--- config.mk ---
export PLATFORM = sky130hd
export DESIGN_NAME = stair_quantiser
export DESIGN_NICKNAME = d
export VERILOG_FILES = /design/src/rtl/stair_pkg.sv /design/src/rtl/stair_breakpoints.sv /design/src/rtl/stair_compare.sv /design/src/rtl/stair_encode.sv /design/src/rtl/stair_quantiser.sv
export SDC_FILE = /design/constraint.sdc
export NUM_CORES = 1
export LEC_CHECK = 0
export BUFFER_PORTS_ARGS = -buffer_cell sky130_fd_sc_hd__buf_2
export CAP_MARGIN = 25
export CORE_MARGIN = 10
export CORE_UTILIZATION = 40
export DETAILED_ROUTE_END_ITERATION = 10
export PLACE_DENSITY = 0.65
export SLEW_MARGIN = 20
export SYNTH_ARGS = -nofsm -noshare
export SYNTH_HDL_FRONTEND = slang
export SYNTH_SLANG_ARGS = --single-unit
export TNS_END_PERCENT = 50
--- constraint.sdc ---
create_clock -name clk -period 6.4 [get_ports clk]
set_input_delay 1.28 -clock clk [delete_from_list [all_inputs] [get_ports clk]]
set_output_delay 1.28 -clock clk [all_outputs]
set_load 0.005 [all_outputs]
--- src/rtl/stair_pkg.sv ---
// stair_pkg: shared state-code encoding for the staircase quantiser.
// Assumes a three-flag code {negate, halve, zero}; the zero flag excludes the others.
package stair_pkg;

    typedef enum logic [2:0] {
        ST_POS_FULL = 3'b000,
        ST_POS_HALF = 3'b010,
        ST_ZERO     = 3'b001,
        ST_NEG_HALF = 3'b110,
        ST_NEG_FULL = 3'b100
    } state_code_t;

    // Number of breakpoints splitting the range into five levels.
    localparam int unsigned NUM_BREAKS = 4;

    // Maps how many breakpoints the activity has reached (0..4) to a state code.
    function automatic state_code_t level_from_count(input logic [2:0] reached);
        state_code_t code;
        case (reached)
            3'd0:    code = ST_NEG_FULL;
            3'd1:    code = ST_NEG_HALF;
            3'd2:    code = ST_ZERO;
            3'd3:    code = ST_POS_HALF;
            default: code = ST_POS_FULL;
        endcase
        return code;
    endfunction

endpackage

--- src/rtl/stair_breakpoints.sv ---
// stair_breakpoints: derives the inner and outer breakpoint offsets from the temperature.
// Assumes the temperature is unsigned; inner = floor(T/2); outer = T, or T + floor(T/2)
// when WIDE selects the wider variant. Outputs are unsigned and never overflow BP_W.
module stair_breakpoints #(
    parameter int unsigned TEMP_W = 15,
    parameter bit          WIDE   = 1'b0,
    localparam int unsigned BP_W  = TEMP_W + 1
) (
    input  logic [TEMP_W-1:0] temperature,
    output logic [BP_W-1:0]   inner_off,
    output logic [BP_W-1:0]   outer_off
);

    logic [BP_W-1:0] temp_ext;

    // Widen the temperature so the wide variant sum fits.
    always_comb temp_ext = {1'b0, temperature};

    // Inner offset: half the temperature, rounded down.
    always_comb inner_off = temp_ext >> 1;

    generate
        if (WIDE) begin : g_wide
            // Outer offset: one and a half times the temperature.
            always_comb outer_off = temp_ext + (temp_ext >> 1);
        end else begin : g_narrow
            // Outer offset: the temperature itself.
            always_comb outer_off = temp_ext;
        end
    endgenerate

endmodule

--- src/rtl/stair_compare.sv ---
// stair_compare: forms activity - threshold at full precision and compares it with
// the four signed breakpoints. Produces a thermometer vector, bit k set when the
// difference is at or above breakpoint k (ordered -outer, -inner, +inner, +outer).
// Assumes inner_off <= outer_off, so the vector is always a thermometer.
module stair_compare #(
    parameter int unsigned ACT_W  = 16,
    parameter int unsigned BP_W   = 16,
    localparam int unsigned CMP_W = ((ACT_W > BP_W) ? ACT_W : BP_W) + 2
) (
    input  logic [ACT_W-1:0] activity,
    input  logic [ACT_W-1:0] threshold,
    input  logic [BP_W-1:0]  inner_off,
    input  logic [BP_W-1:0]  outer_off,
    output logic [3:0]       reached
);

    logic signed [CMP_W-1:0] diff;
    logic signed [CMP_W-1:0] inner_s;
    logic signed [CMP_W-1:0] outer_s;
    logic signed [CMP_W-1:0] bp [4];

    // Sign-extend both operands, then subtract; two guard bits rule out overflow.
    always_comb diff = CMP_W'($signed(activity)) - CMP_W'($signed(threshold));

    // Zero-extend the unsigned offsets into the signed comparison width.
    always_comb begin
        inner_s = $signed({{(CMP_W-BP_W){1'b0}}, inner_off});
        outer_s = $signed({{(CMP_W-BP_W){1'b0}}, outer_off});
    end

    // Breakpoints listed in ascending order.
    always_comb begin
        bp[0] = -outer_s;
        bp[1] = -inner_s;
        bp[2] = inner_s;
        bp[3] = outer_s;
    end

    generate
        for (genvar k = 0; k < 4; k++) begin : g_cmp
            // Ties resolve upward: reaching the breakpoint counts as passing it.
            always_comb reached[k] = (diff >= bp[k]);
        end
    endgenerate

endmodule

--- src/rtl/stair_encode.sv ---
// stair_encode: turns the thermometer of reached breakpoints into the state code.
// Assumes a well-formed thermometer; the count of set bits selects the level.
module stair_encode
    import stair_pkg::*;
(
    input  logic [3:0]  reached,
    output state_code_t code
);

    logic [2:0] count;

    // Count how many breakpoints the activity has reached.
    always_comb count = 3'($countones(reached));

    // Look up the level for that count.
    always_comb code = level_from_count(count);

endmodule

--- src/rtl/stair_quantiser.sv ---
// stair_quantiser: five-level staircase activation for one synapse column.
// Captures the level on each in_valid edge and holds it until the next strobe;
// out_valid pulses for the cycle after each strobe. Synchronous active-low reset
// leaves the zero level on the output. WIDE_STEPS selects the outer breakpoint spacing.
module stair_quantiser
    import stair_pkg::*;
#(
    parameter int unsigned ACT_W      = 16,
    parameter int unsigned TEMP_W     = ACT_W - 1,
    parameter bit          WIDE_STEPS = 1'b0
) (
    input  logic              clk,
    input  logic              rst_n,
    input  logic              in_valid,
    input  logic [ACT_W-1:0]  activity,
    input  logic [ACT_W-1:0]  threshold,
    input  logic [TEMP_W-1:0] temperature,
    output logic              out_valid,
    output logic [2:0]        state_code
);

    localparam int unsigned BP_W = TEMP_W + 1;

    logic [BP_W-1:0] inner_off;
    logic [BP_W-1:0] outer_off;
    logic [3:0]      reached;
    state_code_t     next_code;
    state_code_t     code_q;
    logic            valid_q;

    stair_breakpoints #(
        .TEMP_W (TEMP_W),
        .WIDE   (WIDE_STEPS)
    ) u_breakpoints (
        .temperature (temperature),
        .inner_off   (inner_off),
        .outer_off   (outer_off)
    );

    stair_compare #(
        .ACT_W (ACT_W),
        .BP_W  (BP_W)
    ) u_compare (
        .activity  (activity),
        .threshold (threshold),
        .inner_off (inner_off),
        .outer_off (outer_off),
        .reached   (reached)
    );

    stair_encode u_encode (
        .reached (reached),
        .code    (next_code)
    );

    // Output register: load the new level on a strobe, otherwise hold it.
    always_ff @(posedge clk) begin
        if (!rst_n) begin
            code_q  <= ST_ZERO;
            valid_q <= 1'b0;
        end else begin
            valid_q <= in_valid;
            if (in_valid) begin
                code_q <= next_code;
            end
        end
    end

    // Drive the ports from the registers.
    always_comb begin
        state_code = code_q;
        out_valid  = valid_q;
    end

endmodule

After elaboration in Yosys (flattened, before gate mapping)

Index checks and enable logic that the tools add are counted.

Word-level logic and storage cells: 17
Input port bits: 50
Bits in registers: 4
Output and inout port bits: 4

Add/sub/neg operators: 6
Eq/ne operators: 3
Magnitude comparators: 4
Multiplexer cells: 1
Reduce and logical (&&, ||, !) cells: 1

Operator list:

| cell                                                             | number |
|---|---|
| 18-bit greater-or-equal comparator                               | 2 |
| 18-bit by 15-bit greater-or-equal comparator with 1-bit output   | 1 |
| 18-bit by 16-bit greater-or-equal comparator with 1-bit output   | 1 |
| 14-bit negation with 18-bit output                               | 1 |
| 15-bit negation with 18-bit output                               | 1 |
| 16-bit by 16-bit subtractor with 17-bit output                   | 1 |
| 3-bit case mux with 4 select lines                               | 1 |
| 3-bit by 2-bit == test with 1-bit output (second input constant) | 2 |
| 1-bit by 1-bit adder with 2-bit output                           | 2 |
| 3-bit adder                                                      | 1 |
| 3-bit by 1-bit == test with 1-bit output (second input constant) | 1 |
| 3-bit zero test                                                  | 1 |

Depth between registers and ports, before layout

Gate-level depths: netlist of run 1.

Word-level depth: 6
Mapped depth: 25
Depth with buffers taken out: 25

Modules after synthesis

From an unflattened synthesis of run 1, not the netlist that was laid out.

Cells, all modules: 450
Area total of the unflattened synthesis: 3,337.0 um2

Modules (own cells, without submodules):

| module            | instances | cells an instance | area each (um2) | seq. area each (um2) |
|---|---|---|---|---|
| stair_compare     | 1         | 400               | 2,891.5         | 0.0 |
| stair_breakpoints | 1         | 33                | 244.0           | 0.0 |
| stair_quantiser   | 1         | 11                | 133.9           | 80.1 |
| stair_encode      | 1         | 6                 | 67.6            | 0.0 |

Worst setup path after synthesis of run 1

OpenSTA, ideal clock, no wires.

Path kind: input to register
Start: input port activity[0]
End: register code_q[0], in the netlist state_code[0]
Arrival: 5,605 ps
Setup slack: 689 ps
Buffers on the path: 0
Data required time: 6,294 ps
Stages: 24
Library setup time: 106 ps
Cells stage by stage: inv_1 -> ha_1 -> fa_1 -> nor2b_1 -> o31a_1 -> o2111ai_1 -> nand2_1 -> and2_1 -> o21ai_0 -> a211oi_1 -> ha_1 -> o21a_1 -> a21oi_1 -> o21ai_0 -> o2111ai_1 -> nand2_1 -> a222oi_1 -> o211ai_1 -> and2_1 -> ha_1 -> ha_1 -> fa_1 -> nand2_1 -> o311ai_0

Cells in the longest elaborated chain, start to end: 6
Elaborated cells between the ends (all ways): 13
Classes of those cells: add/sub: 4; order compare: 4; eq/ne: 3; mux: 1; reduce/logical: 1

Ends and longest elaborated chain:

| element                                                                | RTL line              | text |
|---|---|---|
| start, declared                                                        | stair_quantiser.sv:15 | `input logic [ACT_W-1:0] activity,` |
| 16-bit by 16-bit subtractor with 17-bit output (*)                     | stair_compare.sv:23   | `always_comb diff = CMP_W'($signed(activity)) - CMP_W'($signed(threshold));` |
| 18-bit greater-or-equal comparator, or another cell as far along       | stair_compare.sv:42   | `always_comb reached[k] = (diff >= bp[k]);` |
| 1-bit by 1-bit adder with 2-bit output (implied by the code)           | stair_encode.sv:13    | `always_comb count = 3'($countones(reached));` |
| 3-bit adder (implied by the code) (*)                                  | stair_encode.sv:13    |  |
| 3-bit by 2-bit == test with 1-bit output, or another cell as far along | stair_pkg.sv:19       | `case (reached)` |
| 3-bit case mux with 4 select lines (*)                                 | stair_pkg.sv:19       |  |
| end signal, assigned                                                   | stair_quantiser.sv:64 | `code_q <= next_code;` |
| end, declared                                                          | stair_quantiser.sv:28 | `state_code_t code_q;` |

Every way passes the cells marked *; elsewhere a longest branch is shown, timed or not.
A chain may end at the register's enable or synchronous reset.

Worst setup path in the final report of run 1

Start: input port threshold[3]
End: register code_q[0], in the netlist state_code[0]

Cells in the longest elaborated chain, start to end: 6
Elaborated cells between the ends (all ways): 13
Classes of those cells: add/sub: 4; order compare: 4; eq/ne: 3; mux: 1; reduce/logical: 1

Ends and longest elaborated chain:

| element                                                                | RTL line              | text |
|---|---|---|
| start, declared                                                        | stair_quantiser.sv:16 | `input logic [ACT_W-1:0] threshold,` |
| 16-bit by 16-bit subtractor with 17-bit output (*)                     | stair_compare.sv:23   |  |
| 18-bit greater-or-equal comparator, or another cell as far along       | stair_compare.sv:42   |  |
| 1-bit by 1-bit adder with 2-bit output (implied by the code)           | stair_encode.sv:13    |  |
| 3-bit adder (implied by the code) (*)                                  | stair_encode.sv:13    |  |
| 3-bit by 2-bit == test with 1-bit output, or another cell as far along | stair_pkg.sv:19       |  |
| 3-bit case mux with 4 select lines (*)                                 | stair_pkg.sv:19       |  |

Marks and branches as above.

==> impl_metrics.csv, run 1 <==
group,metric,value,unit
synthesis,yosys-top-cells-area,"ha_1, xnor2_1, inv_1",
floorplanning,die_w,106,um
global_routing,grt_pass1_wl,12.6,mm
power,ir_worst_vdd,0.0000593,V
timing,timing.fmax,166,MHz
route,via_count,2961,
synthesis,syn_avg_cell_area,7.43,um2
synthesis,synthAdderAreaFrac,34.6,%
floorplanning,ioPinCount,54,
synthesis,synth_xor_area_share,9.83,%
setup_path,cp_max_fo,7,
setup_path,cp_slowest_cell,"fa_1",
setup_path,r2r_slack,5.72,ns
finish,drive_gt1_share,15.6,%
route,drt_wl_total,7.26,mm
clock_network,clockRootBuffer,"clkbuf_8",
synthesis,ys_seq_elements,4,
worst_hold_path,min-delay-start,"state_code[0]$_SDFFE_PN1P_",
synthesis,synth-edff-count,0,
route,drtPass1Iterations,4,
power,clkPwrFrac,10.6,%
synthesis,synth_top_family_by_area,"adder cells",
floorplanning,die_area,11200,um2
route,ant_nets,0,
synthesis,ys_types,48,
synthesis,ys_seq_area_share,2.72,%
synthesis,synth_warnings,0,
timing,slew_headroom,45.0,%
synthesis,synth_top_area_share,33.2,%
setup_path,r2r-start,"state_code[1]$_SDFFE_PN0P_",
synthesis,syn_nets,526,
timing,tns,0,ns
timing,fin_crit,6.04,ns
synthesis,muxShareOfSynthArea,0.681,%
clock_network,cts_buffer_depth,2,
synthesis,synth_top_cell_by_area,"ha_1",
finish,nFillCells,755,
floorplanning,start_util,40.8,%
synthesis,synth_ff_type,"dfxtp_1",
setup_path,cp.arrival,6.14,ns
setup_path,startpoint_type,"input pin",
floorplanning,die_y,106,um
global_routing,grt_pass1_vias,2904,
timing,final.setup.worst_slack,0.364,ns
place,place_ws,0.0885,ns
power,powerDensity,146,nW/um2
power,p_sw_share,47.3,%
setup_path,cpMostUsedCell,"ha_1",
setup_path,crit_family,"adder cells",
synthesis,synth-simple-area-share,21.8,%
power,internal_power,264,uW
place,port_buffers,53,
floorplanning,rows,31,
clock_network,cts-htree-levels,1,
global_routing,antenna_found_initial,0,
clock_network,clk_pin_slew,0.03,ns
route,avgViaCountPerCell,5.35,
clock_network,cts_buffers,3,
finish,final_nets,586,
setup_path,worstSetupEndpointType,"register",
timing,finalSetupViolations,0,
timing,fin_skew,0,ns
clock_network,cts_setup_buffers,0,
floorplanning,core,7210,um2
clock_network,numClockSinks,4,
route,drtIter0Drc,126,
finish,num_antenna_cells,0,
setup_path,worst-path-buf-inv,3,
synthesis,synth_compound_area_share,23.8,%
clock_network,tritoncts,"done",
worst_hold_path,holdPathStages,2,
outcome,status,"completed",
power,seq_power_share,7.2,%
setup_path,reg2reg_to,"state_code[1]$_SDFFE_PN0P_",
clock_network,clk-insertion-delay-late,0.22,ns
global_routing,grt_max_degree,11,
power,leakage,0.00179,uW
setup_path,path_class,"input pin to register",
setup_path,r2r_cells,3,
clock_network,cts_resized,0,
clock_network,holdBufCountCts,0,
timing,worst_slew_pin_slew,0.818,ns
synthesis,syn_area,2940,um2
timing,fin_crit_sh,94.3,%
place,place.gp.congestion,0.877,
route,drc,0,
timing,slew_violations,0,
global_routing,grt_usage,12.7,%
power,comb_power_share,82.2,%
run,drv_cap,0,
setup_path,worstPathRequired,6.51,ns
power,power_switching,236,uW
worst_hold_path,min_path_type,"register to register",
setup_path,cp_cell_sequence,"buf_2 -> inv_1 -> ha_1 -> o211ai_1 -> a21oi_2 -> nor2_1 -> o311a_4 -> or2_2 -> o21bai_1 -> a21oi_1 -> xor2_1 -> inv_1 -> ha_1 -> and2_1 -> and3_1 -> a222oi_1 -> o211ai_1 -> and2_1 -> ha_1 -> ha_1 -> fa_1 -> nand2_1 -> o311ai_0",
global_routing,grt_overflow,0,
worst_hold_path,hold_path_end,"state_code[0]$_SDFFE_PN1P_",
timing,hold_viol_final,0,
synthesis,syn-instance-count,396,
setup_path,max_stage_delay,0.50,ns
timing,rsz0062_at_grt,"false",
finish,syn_to_final_growth,16.2,%
place,dpl.hpwl,6.51,mm
route,routedWlPerCell,13.1,um
synthesis,async_flop_share,0,%
-- cell usage after synthesis (all sizes together) (3+ instances only) --
| library cell | instances |
|---|---|
| ha | 78 |
| inv | 45 |
| nor2 | 33 |
| nand2 | 29 |
| xnor2 | 28 |
| a21oi | 21 |
| o21ai | 20 |
| a21o | 14 |
| and2 | 10 |
| o21a | 9 |
| nand2b | 8 |
| nor2b | 8 |
| nor3 | 7 |
| o211ai | 7 |
| nor4 | 6 |
| a31oi | 5 |
| nand3 | 5 |
| nand4 | 5 |
| xor2 | 5 |
| clkbuf | 4 |
| dfxtp | 4 |
| a2111oi | 3 |
| and3 | 3 |
| o21bai | 3 |
| o31ai | 3 |
| or3 | 3 |
| or4 | 3 |
-- worst register-to-register path: stages (launching register included) --
cell     delay [ns]
dfxtp_1        0.31
inv_1          0.04
o22ai_1        0.14
and2_1         0.13
-- through the flow --
step	total power [uW]	util, %	std cells	hold WS, ns	cell area [um2]
3_5_place_dp	441	46.5	550	0.491	3360
4_1_cts	500	47.1	553	0.500	3400
2_1_floorplan	329	-	396	0.483	2940
3_3_place_gp	429	46.5	550	0.471	3360
6_report	500	47.4	553	0.495	3420
5_1_grt	575	47.4	553	0.550	3420
-- sequential cells by signal, summed over array words and instances, names as in the netlist --
register,count
state_code,3
out_valid,1
-- cell type report --
cell class / instances / area (um2) / share of cell area [%]
Timing Repair Buffer: 60 / 318 / 9.30
Clock buffer: 3 / 41.3 / 1.21
Inverter: 45 / 169 / 4.94
Tap cell: 99 / 124 / 3.63
Sequential cell: 4 / 80.1 / 2.34
Multi-Input combinational cell: 342 / 2690 / 78.6
-- cells in the final DEF, fill, tap and decap left out, types with 3 or more instances in the layout --
| cell type | n |
|---|---|
| and3_1 | 3 |
| a21o_1 | 14 |
| xor2_1 | 5 |
| and2_1 | 10 |
| a2111oi_0 | 3 |
| nand4_1 | 4 |
| buf_4 | 7 |
| nor2_1 | 32 |
| nand2b_1 | 8 |
| o211ai_1 | 7 |
| dfxtp_1 | 4 |
| xnor2_1 | 28 |
| a31oi_1 | 5 |
| buf_2 | 53 |
| a21oi_1 | 20 |
| o31ai_1 | 3 |
| o21ai_0 | 20 |
| nand3_1 | 5 |
| ha_1 | 78 |
| inv_1 | 45 |
| o21bai_1 | 3 |
| nor3_1 | 7 |
| clkbuf_8 | 3 |
| o21a_1 | 9 |
| nand2_1 | 29 |
| nor2b_1 | 8 |
| nor4_1 | 6 |
| or3_1 | 3 |
-- power groups by stage --
stage | clock, uW | sequential (uW) | combinational (uW)
after CTS | 55.1 | 36.0 | 409
after global routing | 57.8 | 36.8 | 481
after floorplan | 0 | 37.1 | 292
after global placement | 0 | 35.9 | 393
after detailed placement | 0 | 36.3 | 405
final | 53.2 | 35.9 | 411
-- logic make-up after synthesis --
logic type | after synthesis
multiplexers | 2
AND/OR/NAND/NOR | 123
XOR/XNOR | 33
adder cells (fa/ha/maj) | 80
buffers and inverters | 50
AO/OA/AOI/OAI | 104
flip-flops | 4
-- worst max path at each step --
stage | start | endpoint | slack [ns] | cells past startpoint
after floorplan | activity[0] | state_code[0]$_SDFFE_PN1P_ | 0.69 | 24
after global placement | threshold[3] | state_code[0]$_SDFFE_PN1P_ | 0.27 | 23
after detailed placement | threshold[3] | state_code[0]$_SDFFE_PN1P_ | 0.09 | 23
after CTS | threshold[3] | state_code[0]$_SDFFE_PN1P_ | 0.32 | 23
after global routing | threshold[3] | state_code[0]$_SDFFE_PN1P_ | 0.005 | 23
final | threshold[3] | state_code[0]$_SDFFE_PN1P_ | 0.36 | 23
-- layer usage --
metal | part of all wire (%) | global-route usage [%]
met5 | 0 | 0
met1 | 45 | 15.3
met3 | 4.0 | 1.52
met4 | 1.6 | 3.00
met2 | 50 | 23.4
Note: power is estimated with default switching activity, not from simulation.
==> run 2: changes to the inputs <==
--- a/config.mk
+++ b/config.mk
@@ -8,9 +8,9 @@
 export BUFFER_PORTS_ARGS = -buffer_cell sky130_fd_sc_hd__buf_2
 export CAP_MARGIN = 25
 export CORE_MARGIN = 10
-export CORE_UTILIZATION = 40
+export CORE_UTILIZATION = 58
 export DETAILED_ROUTE_END_ITERATION = 10
-export PLACE_DENSITY = 0.65
+export PLACE_DENSITY = 0.87
 export SLEW_MARGIN = 20
 export SYNTH_ARGS = -nofsm -noshare
 export SYNTH_HDL_FRONTEND = slang
==> run 2 against run 1 <==
  * Sequential share of layout area is essentially flat
  * Clock power about the same
  * Register-to-register slack about the same
  * Flip-flop and latch count did not move
  * Die area shrank 26%
  * First-iteration DRC count is 63% higher
  * Largest cell class unchanged
  * Clock skew stayed put
  * Setup slack better by 0.16 ns
  * Largest power group unchanged
  * Fmax up 2.7%
  * Via count increased by 0.68%
==> impl_metrics.csv, run 2 (synthesized netlist as in run 1, its figures left out) <==
group,metric,value,unit
worst_hold_path,min_path_type,"register to register",
finish,regArea,80.1,um2
clock_network,tritoncts,"done",
finish,final_cell_mix,"ha_1, buf_2, inv_1, nor2_1, nand2_1",
global_routing,grt_usage,17.2,%
setup_path,path_class,"input pin to register",
finish,drive_gt1_share,15.0,%
outcome,status,"completed",
finish,multiInputGateArea,2680,um2
clock_network,clk-insertion-delay-late,0.22,ns
global_routing,grt_max_degree,11,
route,routedWlPerCell,14.4,um
setup_path,cp_max_fo,3,
setup_path,worstSetupEndpointType,"register",
setup_path,worst-path-buf-inv,3,
floorplanning,ioPinCount,54,
floorplanning,die_w,91.2,um
floorplanning,die_y,91.2,um
power,ir_worst_vdd,0.0000940,V
finish,syn_to_final_growth,14.1,%
timing,slew_headroom,47.4,%
global_routing,grt_overflow,0,
global_routing,antenna_found_initial,0,
place,dpl.hpwl,6.51,mm
clock_network,clk_pin_slew,0.03,ns
finish,stdcell_count,519,
timing,fin_crit,5.88,ns
clock_network,holdBufCountCts,0,
setup_path,worstPathRequired,6.52,ns
timing,slew_violations,0,
timing,timing.fmax,170,MHz
route,drt_wl_total,7.46,mm
floorplanning,die_area,8320,um2
route,drc,0,
finish,utilization,69.6,%
floorplanning,start_util,61.0,%
finish,num_antenna_cells,0,
clock_network,cts_setup_buffers,0,
global_routing,grt_pass1_wl,12.7,mm
route,ant_nets,0,
timing,fin_crit_sh,91.9,%
place,place.gp.congestion,0.897,
clock_network,cts_buffer_depth,2,
setup_path,startpoint_type,"input pin",
route,avgViaCountPerCell,5.74,
global_routing,grt_pass1_vias,2935,
floorplanning,rows,25,
finish,largest_reg_flops,3,
route,via_count,2981,
timing,rsz0062_at_grt,"false",
setup_path,cp.arrival,6.00,ns
finish,final_common_cell,"ha_1",
setup_path,cp_slowest_cell,"fa_1",
timing,hold_viol_final,0,
route,drtPass1Iterations,5,
power,powerDensity,150,nW/um2
timing,tns,0,ns
timing,finalSetupViolations,0,
run,drv_cap,0,
place,port_buffers,53,
setup_path,crit_family,"compound AO/OA/AOI/OAI gates",
clock_network,cts-htree-levels,1,
finish,final_nets,584,
route,drtIter0Drc,206,
timing,worst_slew_pin_slew,0.782,ns
clock_network,cts_buffers,3,
power,leakage,0.00179,uW
clock_network,numClockSinks,4,
setup_path,max_stage_delay,0.49,ns
timing,fin_skew,0,ns
floorplanning,core,4820,um2
clock_network,clockRootBuffer,"clkbuf_8",
clock_network,cts_resized,0,
place,dp.cells,516,
finish,nFillCells,416,
## run 2: worst paths after layout
path | from | to | slack, ns | depth (start not counted)
min reg2reg | state_code[0]$_SDFFE_PN1P_ | state_code[0]$_SDFFE_PN1P_ | 0.47 | 2
max reg2reg | state_code[1]$_SDFFE_PN0P_ | state_code[1]$_SDFFE_PN0P_ | 5.72 | 3
min | state_code[0]$_SDFFE_PN1P_ | state_code[0]$_SDFFE_PN1P_ | 0.47 | 2
max | activity[0] | state_code[0]$_SDFFE_PN1P_ | 0.52 | 25
## run 2: layout make-up
cell class / count / area share (%)
flip-flops and latches: 4 / 2.39
multi-input cells: 342 / 79.8
inverters: 45 / 5.04
clock buffers: 3 / 1.23
well taps: 67 / 2.50
repair buffers: 58 / 9.03
## run 2: worst register-to-register path: cells and delay by family (launching register included)
family,cells,cell delay (ns)
DFF,1,0.31
AOI/OAI and AO/OA,1,0.14
and+or+nand+nor,1,0.13
buffers and inverters,1,0.04
## run 2: where the power goes
group | switching (uW) | internal (uW) | total, uW
registers | 3.39 | 32.7 | 36.1
clock network | 13.3 | 40.1 | 53.4
logic | 224 | 191 | 415
## run 2: layer usage
| metal | GRT usage, % | routed length (um) |
|---|---|---|
| met5 | 0 | 0 |
| met4 | 3.13 | 51 |
| met3 | 2.39 | 407 |
| met2 | 29.0 | 3270 |
| met1 | 22.9 | 3730 |
## run 2: stage by stage
stage / setup WS, ns / area, um2 / total power (uW) / hold slack [ns]
finish: 0.521 / 3350 / 504 / 0.475
global route: 0.0662 / 3350 / 569 / 0.553
CTS: 0.459 / 3340 / 498 / 0.491
detailed placement: 0.263 / 3300 / 440 / 0.482
global placement: 0.349 / 3300 / 417 / 0.469
floorplan: 0.689 / 2940 / 329 / 0.483
